==> src/rtl/haar_eval_pkg.sv <==
// Shared constants and width helpers for the stage evaluator.
// Assumes: callers pass positive widths and counts.
package haar_eval_pkg;

    localparam int CORNER_TL = 0;
    localparam int CORNER_TR = 1;
    localparam int CORNER_BL = 2;
    localparam int CORNER_BR = 3;
    localparam int CORNERS   = 4;

    // Width of one weighted rectangle term: area sum (two guard bits) times weight.
    function automatic int term_width(int sample_w, int weight_w);
        return sample_w + 2 + weight_w;
    endfunction

    // Width of a feature value: sum of nrect terms plus one guard bit.
    function automatic int feat_width(int sample_w, int weight_w, int nrect);
        return term_width(sample_w, weight_w) + $clog2(nrect) + 1;
    endfunction

    // Width of a stage total: max_feats votes plus one guard bit.
    function automatic int stage_width(int vote_w, int max_feats);
        return vote_w + $clog2(max_feats) + 1;
    endfunction

endpackage

==> src/rtl/haar_rect_term.sv <==
// One weighted rectangle term: area sum from four integral-image corners,
// scaled by a signed weight. Purely combinational.
// Assumes: corners are unsigned samples; weight is two's complement.
module haar_rect_term
    import haar_eval_pkg::*;
#(
    parameter int SAMPLE_W = 17,
    parameter int WEIGHT_W = 3,
    localparam int TERM_W  = term_width(SAMPLE_W, WEIGHT_W),
    localparam int AREA_W  = SAMPLE_W + 2
) (
    input  logic [SAMPLE_W-1:0]        tl_i,
    input  logic [SAMPLE_W-1:0]        tr_i,
    input  logic [SAMPLE_W-1:0]        bl_i,
    input  logic [SAMPLE_W-1:0]        br_i,
    input  logic signed [WEIGHT_W-1:0] wt_i,
    output logic signed [TERM_W-1:0]   term_o
);

    logic signed [AREA_W-1:0] area;
    logic signed [TERM_W-1:0] area_x;
    logic signed [TERM_W-1:0] wt_x;

    // Area sum D - B - C + A in signed arithmetic with guard bits.
    always_comb begin
        area = $signed({2'b00, br_i}) - $signed({2'b00, tr_i})
             - $signed({2'b00, bl_i}) + $signed({2'b00, tl_i});
    end

    // Sign-extend both factors to the term width and multiply.
    always_comb begin
        area_x = {{WEIGHT_W{area[AREA_W-1]}}, area};
        wt_x   = {{(TERM_W-WEIGHT_W){wt_i[WEIGHT_W-1]}}, wt_i};
        term_o = area_x * wt_x;
    end

endmodule

==> src/rtl/haar_feature_unit.sv <==
// Feature value stage: builds every rectangle term, adds them, and registers
// the feature value with the classifier's threshold, votes and control flags.
// Assumes: one classifier per cycle; parameters held only while valid is high.
module haar_feature_unit
    import haar_eval_pkg::*;
#(
    parameter int SAMPLE_W = 17,
    parameter int WEIGHT_W = 3,
    parameter int NUM_RECT = 3,
    parameter int VOTE_W   = 12,
    parameter int STAGE_W  = 19,
    localparam int TERM_W  = term_width(SAMPLE_W, WEIGHT_W),
    localparam int FEAT_W  = feat_width(SAMPLE_W, WEIGHT_W, NUM_RECT),
    localparam int EXT_W   = FEAT_W - TERM_W
) (
    input  logic                              clk,
    input  logic                              rst_n,
    input  logic                              feat_valid_i,
    input  logic                              feat_last_i,
    input  logic [NUM_RECT*CORNERS*SAMPLE_W-1:0] corners_i,
    input  logic [NUM_RECT*WEIGHT_W-1:0]      weights_i,
    input  logic signed [FEAT_W-1:0]          feat_thr_i,
    input  logic signed [VOTE_W-1:0]          vote_left_i,
    input  logic signed [VOTE_W-1:0]          vote_right_i,
    input  logic signed [STAGE_W-1:0]         stage_thr_i,
    output logic                              valid_q,
    output logic                              last_q,
    output logic signed [FEAT_W-1:0]          fval_q,
    output logic signed [FEAT_W-1:0]          fthr_q,
    output logic signed [VOTE_W-1:0]          vleft_q,
    output logic signed [VOTE_W-1:0]          vright_q,
    output logic signed [STAGE_W-1:0]         sthr_q
);

    logic signed [TERM_W-1:0] term_w [NUM_RECT];
    logic signed [FEAT_W-1:0] fsum;

    genvar gr;
    generate
        for (gr = 0; gr < NUM_RECT; gr++) begin : g_rect
            localparam int BASE = gr * CORNERS * SAMPLE_W;
            haar_rect_term #(
                .SAMPLE_W (SAMPLE_W),
                .WEIGHT_W (WEIGHT_W)
            ) u_term (
                .tl_i   (corners_i[BASE + CORNER_TL*SAMPLE_W +: SAMPLE_W]),
                .tr_i   (corners_i[BASE + CORNER_TR*SAMPLE_W +: SAMPLE_W]),
                .bl_i   (corners_i[BASE + CORNER_BL*SAMPLE_W +: SAMPLE_W]),
                .br_i   (corners_i[BASE + CORNER_BR*SAMPLE_W +: SAMPLE_W]),
                .wt_i   ($signed(weights_i[gr*WEIGHT_W +: WEIGHT_W])),
                .term_o (term_w[gr])
            );
        end
    endgenerate

    // Adder tree over all weighted rectangle terms (sign-extended).
    always_comb begin
        fsum = '0;
        for (int r = 0; r < NUM_RECT; r++) begin
            fsum = fsum + {{EXT_W{term_w[r][TERM_W-1]}}, term_w[r]};
        end
    end

    // Control flags of the pipeline register.
    always_ff @(posedge clk) begin
        if (!rst_n) begin
            valid_q <= 1'b0;
            last_q  <= 1'b0;
        end else begin
            valid_q <= feat_valid_i;
            last_q  <= feat_valid_i & feat_last_i;
        end
    end

    // Data of the pipeline register, loaded only for a presented classifier.
    always_ff @(posedge clk) begin
        if (!rst_n) begin
            fval_q   <= '0;
            fthr_q   <= '0;
            vleft_q  <= '0;
            vright_q <= '0;
            sthr_q   <= '0;
        end else if (feat_valid_i) begin
            fval_q   <= fsum;
            fthr_q   <= feat_thr_i;
            vleft_q  <= vote_left_i;
            vright_q <= vote_right_i;
            sthr_q   <= stage_thr_i;
        end
    end

endmodule

==> src/rtl/haar_vote_accum.sv <==
// Vote stage: compares the registered feature value with its threshold,
// picks a vote, accumulates the stage total and issues the verdict.
// Assumes: no more than MAX_FEATS classifiers per stage (total cannot wrap).
module haar_vote_accum #(
    parameter int FEAT_W  = 25,
    parameter int VOTE_W  = 12,
    parameter int STAGE_W = 19,
    localparam int EXT_W  = STAGE_W - VOTE_W
) (
    input  logic                      clk,
    input  logic                      rst_n,
    input  logic                      start_i,
    input  logic                      valid_i,
    input  logic                      last_i,
    input  logic signed [FEAT_W-1:0]  fval_i,
    input  logic signed [FEAT_W-1:0]  fthr_i,
    input  logic signed [VOTE_W-1:0]  vleft_i,
    input  logic signed [VOTE_W-1:0]  vright_i,
    input  logic signed [STAGE_W-1:0] sthr_i,
    output logic                      done_o,
    output logic                      pass_o,
    output logic signed [STAGE_W-1:0] sum_o
);

    logic signed [VOTE_W-1:0]  vote;
    logic signed [STAGE_W-1:0] acc;
    logic signed [STAGE_W-1:0] total;

    // Strict signed comparison picks the left vote, otherwise the right one.
    always_comb begin
        vote  = (fval_i < fthr_i) ? vleft_i : vright_i;
        total = acc + {{EXT_W{vote[VOTE_W-1]}}, vote};
    end

    // Accumulator: cleared by start or stage end, grows with each vote.
    always_ff @(posedge clk) begin
        if (!rst_n) begin
            acc <= '0;
        end else if (start_i) begin
            acc <= '0;
        end else if (valid_i) begin
            acc <= last_i ? '0 : total;
        end
    end

    // Completion pulse, verdict and held total.
    always_ff @(posedge clk) begin
        if (!rst_n) begin
            done_o <= 1'b0;
            pass_o <= 1'b0;
            sum_o  <= '0;
        end else begin
            done_o <= 1'b0;
            pass_o <= 1'b0;
            if (!start_i && valid_i && last_i) begin
                done_o <= 1'b1;
                pass_o <= (total >= sthr_i);
                sum_o  <= total;
            end
        end
    end

endmodule

==> src/rtl/haar_stage_eval.sv <==
// Top of the stage evaluator: feature unit followed by vote accumulator.
// Latency from last classifier to completion pulse is two clock edges.
// Assumes: an external sequencer streams classifiers and owns the cascade.
module haar_stage_eval
    import haar_eval_pkg::*;
#(
    parameter int SAMPLE_W  = 17,
    parameter int WEIGHT_W  = 3,
    parameter int NUM_RECT  = 3,
    parameter int VOTE_W    = 12,
    parameter int MAX_FEATS = 64,
    localparam int FEAT_W   = feat_width(SAMPLE_W, WEIGHT_W, NUM_RECT),
    localparam int STAGE_W  = stage_width(VOTE_W, MAX_FEATS)
) (
    input  logic                                  clk,
    input  logic                                  rst_n,
    input  logic                                  start_i,
    input  logic                                  feat_valid_i,
    input  logic                                  feat_last_i,
    input  logic [NUM_RECT*CORNERS*SAMPLE_W-1:0]  corners_i,
    input  logic [NUM_RECT*WEIGHT_W-1:0]          weights_i,
    input  logic signed [FEAT_W-1:0]              feat_thr_i,
    input  logic signed [VOTE_W-1:0]              vote_left_i,
    input  logic signed [VOTE_W-1:0]              vote_right_i,
    input  logic signed [STAGE_W-1:0]             stage_thr_i,
    output logic                                  done_o,
    output logic                                  pass_o,
    output logic signed [STAGE_W-1:0]             stage_sum_o
);

    logic                      p_valid;
    logic                      p_last;
    logic signed [FEAT_W-1:0]  p_fval;
    logic signed [FEAT_W-1:0]  p_fthr;
    logic signed [VOTE_W-1:0]  p_vleft;
    logic signed [VOTE_W-1:0]  p_vright;
    logic signed [STAGE_W-1:0] p_sthr;

    haar_feature_unit #(
        .SAMPLE_W (SAMPLE_W),
        .WEIGHT_W (WEIGHT_W),
        .NUM_RECT (NUM_RECT),
        .VOTE_W   (VOTE_W),
        .STAGE_W  (STAGE_W)
    ) u_feat (
        .clk          (clk),
        .rst_n        (rst_n),
        .feat_valid_i (feat_valid_i),
        .feat_last_i  (feat_last_i),
        .corners_i    (corners_i),
        .weights_i    (weights_i),
        .feat_thr_i   (feat_thr_i),
        .vote_left_i  (vote_left_i),
        .vote_right_i (vote_right_i),
        .stage_thr_i  (stage_thr_i),
        .valid_q      (p_valid),
        .last_q       (p_last),
        .fval_q       (p_fval),
        .fthr_q       (p_fthr),
        .vleft_q      (p_vleft),
        .vright_q     (p_vright),
        .sthr_q       (p_sthr)
    );

    haar_vote_accum #(
        .FEAT_W  (FEAT_W),
        .VOTE_W  (VOTE_W),
        .STAGE_W (STAGE_W)
    ) u_vote (
        .clk      (clk),
        .rst_n    (rst_n),
        .start_i  (start_i),
        .valid_i  (p_valid),
        .last_i   (p_last),
        .fval_i   (p_fval),
        .fthr_i   (p_fthr),
        .vleft_i  (p_vleft),
        .vright_i (p_vright),
        .sthr_i   (p_sthr),
        .done_o   (done_o),
        .pass_o   (pass_o),
        .sum_o    (stage_sum_o)
    );

endmodule

==> config.mk <==
export PLATFORM = sky130hd
export DESIGN_NAME = haar_stage_eval
export DESIGN_NICKNAME = d
export VERILOG_FILES = /design/src/rtl/haar_eval_pkg.sv /design/src/rtl/haar_rect_term.sv /design/src/rtl/haar_feature_unit.sv /design/src/rtl/haar_vote_accum.sv /design/src/rtl/haar_stage_eval.sv
export SDC_FILE = /design/constraint.sdc
export NUM_CORES = 1
export LEC_CHECK = 0
export BUFFER_PORTS_ARGS = -buffer_cell sky130_fd_sc_hd__clkbuf_2
export CORE_UTILIZATION = 54
export CTS_CLUSTER_DIAMETER = 30
export DETAILED_ROUTE_END_ITERATION = 8
export GPL_TIMING_DRIVEN = 1
export PLACE_DENSITY = 0.8
export SETUP_SLACK_MARGIN = 0.3
export SLEW_MARGIN = 20
export SYNTH_ARGS = -nofsm -noshare
export SYNTH_HDL_FRONTEND = slang
export SYNTH_SLANG_ARGS = --single-unit
==> constraint.sdc <==
create_clock -name clk -period 8.6 [get_ports clk]
set_input_delay 0.43 -clock clk [delete_from_list [all_inputs] [get_ports clk]]
set_output_delay 0.43 -clock clk [all_outputs]
set_load 0.03 [all_outputs]
[After elaboration in Yosys (flattened, before gate mapping)]
Index checks and enable logic that the tools add are counted.
Word-level totals
  input bits: 286
  register bits: 135
Operators by class
  $mul: 3
  bitwise operators: 2
  add/subtract/negate cells: 12
  magnitude comparators: 2
  reduce and logical (&&, ||, !) cells: 5
  multiplexer cells: 3
Operators by type and width (count)
  $mul 19x3->22: 3
  $add 19x18->19: 3
  $sub 19x18->19: 3
  $sub 17x17->18: 3
  $add 25x25->25: 1
  $lt 25x25->1: 1
  $add 22x22->23: 1
  $add 19x19->19: 1
  $ge 19x19->1: 1
  $mux 19: 1
  $mux 12: 1
  $logic_and 1x1->1: 2
  $reduce_and 2->1: 1
  $reduce_or 2->1: 1
  $and 1x1->1: 1
  $logic_not 1->1: 1
  $mux 1: 1
  $not 1->1: 1

[Depth between registers and ports, before layout]
  depth in word-level cells: 6
  depth in mapped cells: 45
  mapped depth without buffers: 45

[Cells and area by module]
Synthesis repeated with hierarchy kept, for this count alone.
Unflattened totals
  cell total of the unflattened synthesis: 2527
  area total of the unflattened synthesis: 20833.7 µm²
Modules (own cells, without submodules)
  haar_feature_unit: cells each 480, instances 1, area an instance 4787.1 µm²
  haar_rect_term (u_feat.g_rect[0].u_term): cells each 569, instances 1, area an instance 4390.5 µm²
  haar_rect_term (u_feat.g_rect[1].u_term): cells each 505, instances 1, area an instance 4018.9 µm²
  haar_rect_term (u_feat.g_rect[2].u_term): cells each 500, instances 1, area an instance 3941.3 µm²
  haar_vote_accum: cells each 473, instances 1, area an instance 3696.0 µm²

[Least setup slack after synthesis]
No wires, ideal clock.
  path type: input to register
  from: input port corners_i[18]
  to: register u_feat.fval_q[19]
  stages: 39
  arrival: 8592 ps
  buffers on the path: 0
  setup slack: -108 ps
  data required time: 8484 ps
  cells stage by stage: inv_1 ha_1 nor2b_1 o21ai_0 a21boi_0 o21ai_0 a21oi_1 o21ai_0 nand2b_1 a21oi_1 xor2_1 fa_1 inv_1 ha_1 nor2b_1 or2_2 a31oi_1 o221ai_1 [3 not listed] fa_1 fa_1 fa_1 ha_1 ha_1 and3_1 a221o_1 a21oi_1 o21ai_0 a21oi_1 xnor2_1 ha_1 and3_1 o21a_1 a221o_1 a21oi_2 mux2i_1 a31o_1
On the way
  longest elaborated chain between the ends: 6
Ends and longest elaborated chain
  from (decl): RTL line haar_stage_eval.sv:20  | input logic [NUM_RECT*CORNERS*SAMPLE_W-1:0] corners_i,
  $sub 17x17->18: RTL line haar_rect_term.sv:26  | area = $signed({2'b00, br_i}) - $signed({2'b00, tr_i})
  $sub 19x18->19: RTL line haar_rect_term.sv:27  | - $signed({2'b00, bl_i}) + $signed({2'b00, tl_i});
  $add 19x18->19: RTL line haar_rect_term.sv:27
  $mul 19x3->22: RTL line haar_rect_term.sv:34  | term_o = area_x * wt_x;
  $add 22x22->23: RTL line haar_feature_unit.sv:60  | fsum = fsum + {{EXT_W{term_w[r][TERM_W-1]}}, term_w[r]};
  $add 25x25->25: RTL line haar_feature_unit.sv:60
  to (signal assigned): RTL line haar_feature_unit.sv:84  | fval_q <= fsum;
  to (decl): RTL line haar_feature_unit.sv:28  | output logic signed [FEAT_W-1:0] fval_q,
No other way between the ends.
A chain may end at the register's enable or synchronous reset.

[Final worst setup path]
  from: input port corners_i[119]
  to: register u_feat.fval_q[22]
Same word-level chain as after synthesis.

==> metrics.yaml <==
route:
  drc_errors: 17
  ant_nets: 0
  detail_route.vias_per_cell: 5.49
  first_iter_violations: 880
  route.layer.met1.wl_mm: 21.8
  drtPass1Iterations: 9
  finalWirelength_mm: 52.2
  met2_wirelength_mm: 26.1
  topRoutingLayerUsed: "met4"
  via_count: 18145
  route.detailed.wl_per_inst_um: 15.8
  routed_met3_length_mm: 2.73
finish:
  commonest_non_fill_non_tap_cell_in_the_layout: "sky130_fd_sc_hd__inv_1"
  drive_gt1_frac: 0.239
  postLayoutCoreUtil: 0.680
  layout-area-overhead-vs-synth_pct: 23.1
  layout.cells.most_common_list: "sky130_fd_sc_hd__inv_1 (354), sky130_fd_sc_hd__clkbuf_2 (303), sky130_fd_sc_hd__ha_1 (255), sky130_fd_sc_hd__buf_4 (167), sky130_fd_sc_hd__nand2_1 (156)"
  antenna-diode-count: 0
  layout.cell_area.non_filler_mm2: 0.0243
  fillers: 2861
  nNetsFinal: 3548
timing:
  hold_ws_ns: 0.255
  max_freq_mhz: 119
  final_worst_path_period_share: 0.980
  fin_tns_setup_ns: 0
  number_of_endpoints_with_negative_hold_slack_in_the_final_report: 0
  clock-skew-final_ns: 0.0119
  period_needed_ns: 8.43
  slew-limit-headroom: 0.287
  setup_violations: 0
  worst_slew_pin_tran_ns: 1.07
  maxSlewViolCount: 0
  grt_setup_unrepaired: "yes"
setup_path:
  critical_path.startpoint_type: "input pin"
  regToRegSetupSlack_ns: 2.17
  reg2regPathDepth: 29
  timing.critical_path.slowest_stage_cell: "sky130_fd_sc_hd__fa_1"
  maximum_fanout_along_the_worst_path: 5
  timing.critical_path.slowest_cell_delay_ns: 0.59
  reg2reg_to: "u_vote.pass_o"
  critPathRequiredTime_ns: 8.86
  timing_worst_setup_path_type: "input pin to flip-flop"
  critical_r2r_launch: "u_feat.fthr_q[24]"
  cp_data_arrival_time_ns: 8.69
  critical_path_end_type: "flip-flop"
synthesis:
  yosysTopAreaCell: "sky130_fd_sc_hd__ha_1"
  synth.yosys.seq_area_share: 0.137
  yosysWarnings: 0
  netlist_top_cells_area: "sky130_fd_sc_hd__ha_1 (18%), sky130_fd_sc_hd__fa_1 (16%), sky130_fd_sc_hd__dfxtp_1 (14%)"
  synth_compound_area_frac: 0.149
  synth-async-reset-ratio: 0
  post_synth_xor_area_fraction: 0.0692
  synth-edff-count: 0
  muxShareOfSynthArea: 0.0519
  synth_ff_type: "sky130_fd_sc_hd__dfxtp_1"
  combined_area_of_all_synthesized_cells_mm2: 0.0197
  yosys.area_share.adder: 0.333
  netlist_instances: 2400
  yosys.area_share.simple: 0.179
  post-synth-top-area-fraction: 0.176
  synth_top_family_by_area: "adder cells"
  postSynthAreaPerCell_um2: 8.23
  synth_cell_type_count: 70
  synth-seq-cells: 135
  synthesis.nets: 3119
clock_network:
  clk-insertion-delay-late_ns: 0.43
  clock_tree.buffer_depth: 2
  cts_tree: "done"
  cts_inserted_buffers: 17
  clock_sinks: 135
  count_of_h_tree_levels_built_during_cts: 4
  clk_transition_reported_paths_ns: 0.06
  clock_tree_root_buffer_cell: "sky130_fd_sc_hd__clkbuf_16"
global_routing:
  antenna_found_initial: 0
  grt_start_max_net_pins: 121
  grt_usage: 0.270
  overflow: 0
  wire_length_of_the_first_global_routing_pass_mm: 84.7
  via_count_of_the_first_global_routing_pass: 18499
outcome:
  outcome: "finished with violations"
  failed_checks: "design-rule violations"
floorplanning:
  die_width_um: 193
  placeableCoreArea_mm2: 0.0357
  fp-row-count: 69
  die_area_mm2: 0.0373
  design.portCount: 307
  initial_utilization: 0.552
  fp.dieH_um: 193
min_path:
  hold-path-endpoint: "u_feat.last_q"
  worstHoldStart: "feat_last_i"
  hp-class: "input pin to flip-flop"
  timing.hold.worst_path_depth: 2
place:
  portBuffers: 306
  place.detailed.hpwl_mm: 42.4
  gp_congestion: 0.964
  cell_area_reported_after_detailed_placement_mm2: 0.0228
flow_run:
  max-cap-violations: 0
==> per-stage QoR <==
step | std cells | setup slack, ns
after global routing | 3303 | -0.202
after CTS | 3291 | 0.295
after detailed placement | 3252 | -0.374
after floorplan | 2400 | 0.311
after global placement | 3252 | -0.167
final | 3303 | 0.174
==> cells by family (layout without fill, tap and decap cells) <==
logic type,after synthesis,in the layout
AOI/OAI and AO/OA,456,456
muxes,101,101
buffers and inverters,423,865
adders and majority gates,433,433
DFF,135,135
and+or+nand+nor,696,696
xor gates and xnor gates,156,156
==> state kept, by name, indices dropped and copies added (netlist names) <==
name	flops
u_vote.acc	19
u_vote.pass_o	1
u_feat.last_q	1
u_feat.sthr_q	19
u_feat.vleft_q	12
u_vote.done_o	1
u_feat.fval_q	25
u_vote.sum_o	19
u_feat.valid_q	1
u_feat.vright_q	12
u_feat.fthr_q	25
==> synth_stat cells (8+ instances only) <==
cell type,count
sky130_fd_sc_hd__fa_1,155
sky130_fd_sc_hd__nand2b_1,51
sky130_fd_sc_hd__o211ai_1,8
sky130_fd_sc_hd__nor2_1,143
sky130_fd_sc_hd__a21o_1,50
sky130_fd_sc_hd__a21boi_0,14
sky130_fd_sc_hd__and2_1,52
sky130_fd_sc_hd__dfxtp_1,135
sky130_fd_sc_hd__ha_1,278
sky130_fd_sc_hd__inv_1,360
sky130_fd_sc_hd__xnor2_1,106
sky130_fd_sc_hd__o21bai_1,20
sky130_fd_sc_hd__mux2_2,11
sky130_fd_sc_hd__xor2_1,50
sky130_fd_sc_hd__nand2_1,156
sky130_fd_sc_hd__nor2b_1,125
sky130_fd_sc_hd__and3_1,12
sky130_fd_sc_hd__o21a_1,26
sky130_fd_sc_hd__or3_1,9
sky130_fd_sc_hd__nand3_1,49
sky130_fd_sc_hd__a31oi_1,15
sky130_fd_sc_hd__o21ai_0,76
sky130_fd_sc_hd__a211oi_1,8
sky130_fd_sc_hd__clkbuf_1,56
sky130_fd_sc_hd__a21oi_1,158
sky130_fd_sc_hd__or2_2,12
sky130_fd_sc_hd__nor3_1,41
sky130_fd_sc_hd__nand4_1,19
sky130_fd_sc_hd__mux2i_1,90
==> critical path: cells and delay by family <==
family | cells | cell delay [ns]
AOI/OAI and AO/OA | 13 | 2.41
xor gates and xnor gates | 4 | 0.68
adders and majority gates | 10 | 3.72
buffers and inverters | 4 | 0.31
and+or+nand+nor | 8 | 1.16
==> per-layer routing <==
metal  track usage  vias up
met5             0        -
met4        0.0957        0
met3        0.0338      120
met2         0.488      556
met1         0.330     8595
li1              -     8874
==> final cells by class <==
cell class,instances,area (µm²),area share
clock inverters,15,161,0.00664
multi-input cells,1842,16300,0.670
well taps,461,577,0.0237
repair buffers,473,2800,0.115
clock buffers,17,425,0.0175
inverters,360,1350,0.0557
flip-flops and latches,135,2700,0.111
==> worst max-delay path by stage <==
stage	start	to	slack (ns)	cells past startpoint
2_1_floorplan	corners_i[119]	u_feat.fval_q[22]	0.31	39
4_1_cts	corners_i[86]	u_feat.fval_q[22]	0.29	42
3_3_place_gp	corners_i[86]	u_feat.fval_q[22]	-0.17	41
3_5_place_dp	corners_i[86]	u_feat.fval_q[22]	-0.37	42
5_1_grt	corners_i[18]	u_feat.fval_q[22]	-0.20	42
6_report	corners_i[119]	u_feat.fval_q[22]	0.17	39
==> what timing repair did <==
item,CTS,global route
pin swaps,52,87
setup endpoints to repair,8,12
gates resized for setup,56,109
buffers inserted,7,12
hold buffers,0,0
Power is left out: the tool's default activity adds up to more than one toggle a clock period on the data nets, which glitch-free logic cannot reach.
